--- config.mk ---
export PLATFORM = sky130hd
export DESIGN_NAME = smi_pme_agg
export DESIGN_NICKNAME = d
export VERILOG_FILES = /design/src/rtl/smi_pme_agg.sv
export SDC_FILE = /design/constraint.sdc
export NUM_CORES = 1
export LEC_CHECK = 0
export ABC_CLOCK_PERIOD_IN_PS = 1100
export BUFFER_PORTS_ARGS = -buffer_cell sky130_fd_sc_hd__clkbuf_2
export CAP_MARGIN = 5
export CORE_ASPECT_RATIO = 1.1
export CORE_UTILIZATION = 46
export DETAILED_ROUTE_END_ITERATION = 10
export GPL_ROUTABILITY_DRIVEN = 0
export PLACE_DENSITY = 0.74
export SKIP_CTS_REPAIR_TIMING = 1
export SLEW_MARGIN = 20
export SYNTH_ARGS = -nofsm -noshare
export SYNTH_HDL_FRONTEND = slang
export SYNTH_SLANG_ARGS = --single-unit
export TNS_END_PERCENT = 5
--- constraint.sdc ---
create_clock -name clk -period 1.1 [get_ports clk]
set_input_delay 0.11 -clock clk [delete_from_list [all_inputs] [get_ports clk]]
set_output_delay 0.11 -clock clk [all_outputs]
set_load 0.005 [all_outputs]
--- src/rtl/smi_pme_agg.sv ---
module smi_pme_agg #(
  parameter logic [7:0] RC_A  = 8'b0011_0000,
  parameter logic [7:0] W1C_A = 8'b0100_0000,
  parameter logic [4:0] RC_B  = 5'b0_0100,
  parameter logic [4:0] W1C_B = 5'b0_1000
) (
  input  logic       clk,
  input  logic       rst_n,
  input  logic [7:0] evt_a,
  input  logic [4:0] evt_b,
  input  logic       ring_evt,
  input  logic       slp_evt,
  input  logic [2:0] host_addr,
  input  logic       host_wr,
  input  logic       host_rd,
  input  logic [7:0] host_wdata,
  output logic [7:0] host_rdata,
  output logic       smi_n,
  output logic       irq2_n,
  output logic       pme_n
);
  localparam logic [2:0] A_STA = 3'd0, A_STB = 3'd1, A_ENA = 3'd2, A_ENB = 3'd3,
                         A_PST = 3'd4, A_PEN = 3'd5, A_CTL = 3'd6;
  localparam logic [7:0] ENB_MASK = 8'hDF;

  logic [7:0] sts_a, en_a, en_b, nx_a;
  logic [4:0] sts_b, nx_b;
  logic [1:0] pme_sts, pme_en, ctl;
  logic       smi_q, pme_q, smi_raw, pme_raw;

  wire rd_a = host_rd && host_addr == A_STA;
  wire rd_b = host_rd && host_addr == A_STB;
  wire wr_a = host_wr && host_addr == A_STA;
  wire wr_b = host_wr && host_addr == A_STB;

  for (genvar i = 0; i < 8; i++) begin : g_sa
    if (RC_A[i]) begin : g_rc
      assign nx_a[i] = evt_a[i] | (sts_a[i] & ~rd_a);
      AST_RC_CLEAR_A: assert property (@(posedge clk) disable iff (!rst_n)
        rd_a && !evt_a[i] |=> !sts_a[i]);
      AST_RC_KEEP_A: assert property (@(posedge clk) disable iff (!rst_n)
        evt_a[i] |=> sts_a[i]);
    end else if (W1C_A[i]) begin : g_w1c
      assign nx_a[i] = evt_a[i] | (sts_a[i] & ~(wr_a & host_wdata[i]));
      AST_W1C_HOLD_A: assert property (@(posedge clk) disable iff (!rst_n)
        sts_a[i] && !(wr_a && host_wdata[i]) |=> sts_a[i]);
    end else begin : g_live
      assign nx_a[i] = evt_a[i];
      AST_LIVE_A: assert property (@(posedge clk) disable iff (!rst_n)
        1'b1 |=> sts_a[i] == $past(evt_a[i]));
    end
  end

  for (genvar i = 0; i < 5; i++) begin : g_sb
    if (RC_B[i]) begin : g_rc
      assign nx_b[i] = evt_b[i] | (sts_b[i] & ~rd_b);
      AST_RC_CLEAR_B: assert property (@(posedge clk) disable iff (!rst_n)
        rd_b && !evt_b[i] |=> !sts_b[i]);
    end else if (W1C_B[i]) begin : g_w1c
      assign nx_b[i] = evt_b[i] | (sts_b[i] & ~(wr_b & host_wdata[i]));
      AST_W1C_HOLD_B: assert property (@(posedge clk) disable iff (!rst_n)
        sts_b[i] && !(wr_b && host_wdata[i]) |=> sts_b[i]);
    end else begin : g_live
      assign nx_b[i] = evt_b[i];
      AST_LIVE_B: assert property (@(posedge clk) disable iff (!rst_n)
        1'b1 |=> sts_b[i] == $past(evt_b[i]));
    end
  end

  assign smi_raw = en_b[7] & (|(sts_a & en_a) | |(sts_b & en_b[4:0]) | (slp_evt & ctl[0]));
  assign pme_raw = |(pme_sts & pme_en) | (smi_raw & en_b[6]);

  always_ff @(posedge clk or negedge rst_n) begin
    if (!rst_n) begin
      sts_a   <= '0;
      sts_b   <= '0;
      en_a    <= '0;
      en_b    <= '0;
      pme_sts <= '0;
      pme_en  <= '0;
      ctl     <= '0;
      smi_q   <= 1'b0;
      pme_q   <= 1'b0;
    end else begin
      sts_a   <= nx_a;
      sts_b   <= nx_b;
      pme_sts <= {evt_b[4], ring_evt} |
                 (pme_sts & ~((host_wr && host_addr == A_PST) ? host_wdata[1:0] : 2'b00));
      if (host_wr) begin
        case (host_addr)
          A_ENA: en_a   <= host_wdata;
          A_ENB: en_b   <= host_wdata & ENB_MASK;
          A_PEN: pme_en <= host_wdata[1:0];
          A_CTL: ctl    <= host_wdata[1:0];
          default: ;
        endcase
      end
      smi_q <= smi_raw;
      pme_q <= pme_raw;
    end
  end

  always_comb begin
    case (host_addr)
      A_STA:   host_rdata = sts_a;
      A_STB:   host_rdata = {3'b000, sts_b};
      A_ENA:   host_rdata = en_a;
      A_ENB:   host_rdata = en_b;
      A_PST:   host_rdata = {6'b0, pme_sts};
      A_PEN:   host_rdata = {6'b0, pme_en};
      A_CTL:   host_rdata = {6'b0, ctl};
      default: host_rdata = 8'h00;
    endcase
  end

  assign smi_n  = ~(smi_q & ~ctl[1]);
  assign irq2_n = ~(smi_q & ctl[1]);
  assign pme_n  = ~pme_q;

  AST_GATE_OFF: assert property (@(posedge clk) disable iff (!rst_n)
    !en_b[7] |=> smi_n && irq2_n);
  AST_SMI_CAUSE: assert property (@(posedge clk) disable iff (!rst_n)
    smi_q |-> $past(en_b[7]));
  AST_ONE_ROUTE: assert property (@(posedge clk) disable iff (!rst_n)
    smi_n || irq2_n);
  AST_PME_RAISE: assert property (@(posedge clk) disable iff (!rst_n)
    |(pme_sts & pme_en) |=> !pme_n);
  AST_PME_STICKY: assert property (@(posedge clk) disable iff (!rst_n)
    pme_sts[0] && !(host_wr && host_addr == A_PST && host_wdata[0]) |=> pme_sts[0]);
  AST_RSVD_ZERO: assert property (@(posedge clk) disable iff (!rst_n)
    en_b[5] == 1'b0);
endmodule

==> flow_summary.ini <==
[routing]
drtAntennaViolNets = 0
firstDrtPassIters = 4
vias = 1400
avgRoutedWirePerCell_um = 17.6
avgViaCountPerCell = 5.38
drt_iter0_drc = 87
drc = 0
totalWireLength_um = 4590

[clock_network]
cts_tree = done
cts_buffers = 5
clock_latency_ns = 0.28
path_clk_slew_ns = 0.07
cts_root_buf = clkbuf_8
ctsHtreeMaxLevel = 2
clockBufferDepth = 2
numClockSinks = 36

[grt]
grt_max_degree = 37
grt_pass1_vias = 1309
antenna_found_initial = 0
grt_usage = 0.234
grt_overflow = 0
grt_pass1_wl_um = 6490

[pwr]
power.switching_mw = 0.939
leakage_nw = 1.13
clock_power_share = 0.278
power.total_mw = 3.59
swShare = 0.262
power.share.combinational = 0.253
p_seq_frac = 0.469
p_per_area_mw_per_mm2 = 1490
p_int_mw = 2.65
ir_worst_vdd_v = 0.000807

[synth]
synth_fp_nets = 154
synthFlopType = dfrtp_1
yosysWarnings = 0
synth.ff_latch_count = 36
avgSynthCellArea_um2 = 14.0
ys_seq_area_frac = 0.519
async_flop_share = 1.00
synthCells = 124
synth_cell_types = 31
syn_area_mm2 = 0.00173
synth_edf_count = 0

[final_layout]
area_growth_pct = 38.8
fill_cells = 297
drive_above_1_share = 0.562
nets = 240
antenna_cells = 0

[place]
dp_hpwl_um = 3210
io_buffers = 40

[sta]
final-setup-viol-count = 10
fin_ws_ns = -0.442
hold_viol_final = 1
grt_setup_unrepaired = yes
fin_crit_ns = 1.54
final.period_utilization = 1.40
slew_violations = 0
fmax_mhz = 649
fin_tns_setup_ns = -3.32
tightest_slew_ns = 0.461
finClkSkew_ns = 0.00269
slew_headroom = 0.693
fin_hold_ws_ns = -0.00240

[critical_path]
crit_family = multiplexers
start_kind = flip-flop
slowest_delay_ns = 0.48
worstPathArrival_ns = 1.43
cp.required_ns = 0.99
path_class = reg -> out
end_kind = primary output
worst-path-max-fanout = 2
critPathSlowestCell = mux4_2
path_cells = mux4_2 -> nor2_2 -> a21oi_1 -> clkbuf_2
critPathBufInv = 1

[die]
initial_utilization = 0.478
coreArea_mm2 = 0.00363
fp.dieW_um = 60.5
die_y_um = 66.4
die_area_mm2 = 0.00402
num_rows = 23
ios = 41

[run_status]
status = finished, violations left
violations = hold timing, setup timing

[job]
cap_violations = 0

[min_path]
worstHoldPathType = in -> reg
worst paths after layout:
path | endpoint | cells past startpoint | start | slack [ns]
max in group asynchronous | sts_b[4] | 3 | rst_n | 0.35
max reg2reg | pme_q | 4 | sts_b[1] | -0.24
min | sts_b[2] | 2 | evt_b[2] | -0.002
min reg2reg | en_b[2] | 1 | en_b[2] | 0.55
max | host_rdata[1] | 4 | sts_a[1] | -0.44
min in group asynchronous | ctl[1] | 3 | rst_n | 0.42
state kept, by name, indices dropped and copies added, names as in the netlist:
register and cells:
ctl 2, en_a 8, pme_en 2, en_b 7, pme_sts 2, pme_q 1, smi_q 1, sts_b 5
sts_a 8
stage by stage:
step           setup slack [ns]  hold slack [ns]   util  instance area, µm²  instances
2_1_floorplan           -0.0536           -0.186      -                1730        124
3_3_place_gp             -0.233            0.169  0.592                2150        236
3_5_place_dp             -0.247            0.179  0.592                2150        236
4_1_cts                  -0.475           -0.121  0.619                2240        243
5_1_grt                  -0.482          0.00474  0.664                2410        260
6_report                 -0.442         -0.00240  0.664                2410        260
final cells by class:
cell class / count / area [µm²] / area share
flip-flops and latches: 36 / 901 / 0.374
multi-input cells: 81 / 781 / 0.324
inverters: 1 / 3.75 / 0.00156
repair buffers: 85 / 563 / 0.234
clock buffers: 7 / 96.3 / 0.0400
well taps: 50 / 62.6 / 0.0260
Yosys cell counts (2+ instances only):
cell	number	area, µm²
nand3_2	2	20.0
nand4_1	2	12.5
nand2_1	4	15.0
a21oi_1	4	20.0
dfrtp_1	36	901
mux2_4	8	120
mux4_1	4	105
buf_2	2	10.0
a22oi_1	4	30.0
a22o_1	3	26.3
nand3_1	2	10.0
a21o_1	7	52.6
nor2_1	6	22.5
a221oi_1	3	26.3
mux2_2	13	146
nor2b_1	6	37.5
mux2i_1	3	30.0
buf_6	2	22.5
layout by cell type, fill, tap and decap left out, drive strengths merged:
| cell | n |
|---|---|
| nand4 | 2 |
| o21ai | 1 |
| inv | 1 |
| clkbuf | 47 |
| a22oi | 4 |
| nor2 | 7 |
| and4 | 1 |
| mux2 | 21 |
| buf | 35 |
| mux4 | 5 |
| a21oi | 4 |
| mux2i | 3 |
| and2b | 1 |
| nor2b | 7 |
| a21o | 7 |
| and3b | 1 |
| nand2 | 4 |
| a221oi | 3 |
| nor3 | 1 |
| a22o | 3 |
| dlygate4sd3 | 10 |
| nand3 | 4 |
| dfrtp | 36 |
| nand4b | 1 |
| nand2b | 1 |
layer usage:
layer | up-vias | wire length, µm | GRT usage
li1 | 633 | - | -
met1 | 699 | 1860 | 0.292
met2 | 56 | 2370 | 0.380
met3 | 12 | 246 | 0.0646
met4 | 0 | 105 | 0.0909
met5 | - | 0 | 0
power by group through the flow:
| stage | clock network [mW] | logic [mW] | registers (mW) |
|---|---|---|---|
| floorplan | 0 | 0.448 | 1.64 |
| global placement | 0 | 0.750 | 1.68 |
| detailed placement | 0 | 0.780 | 1.69 |
| CTS | 1.01 | 0.787 | 1.67 |
| global route | 1.09 | 0.975 | 1.70 |
| finish | 0.998 | 0.906 | 1.68 |
kinds of logic (layout without fill, tap and decap cells):
kind of cell	count (synthesis)	count (layout)	synth area share
flip-flops	36	36	0.519
buffers and inverters	7	93	0.0368
AO/OA/AOI/OAI	22	22	0.0924
AND/OR/NAND/NOR	30	30	0.107
multiplexers	29	29	0.245
Note: power is estimated with default switching activity, not from simulation.
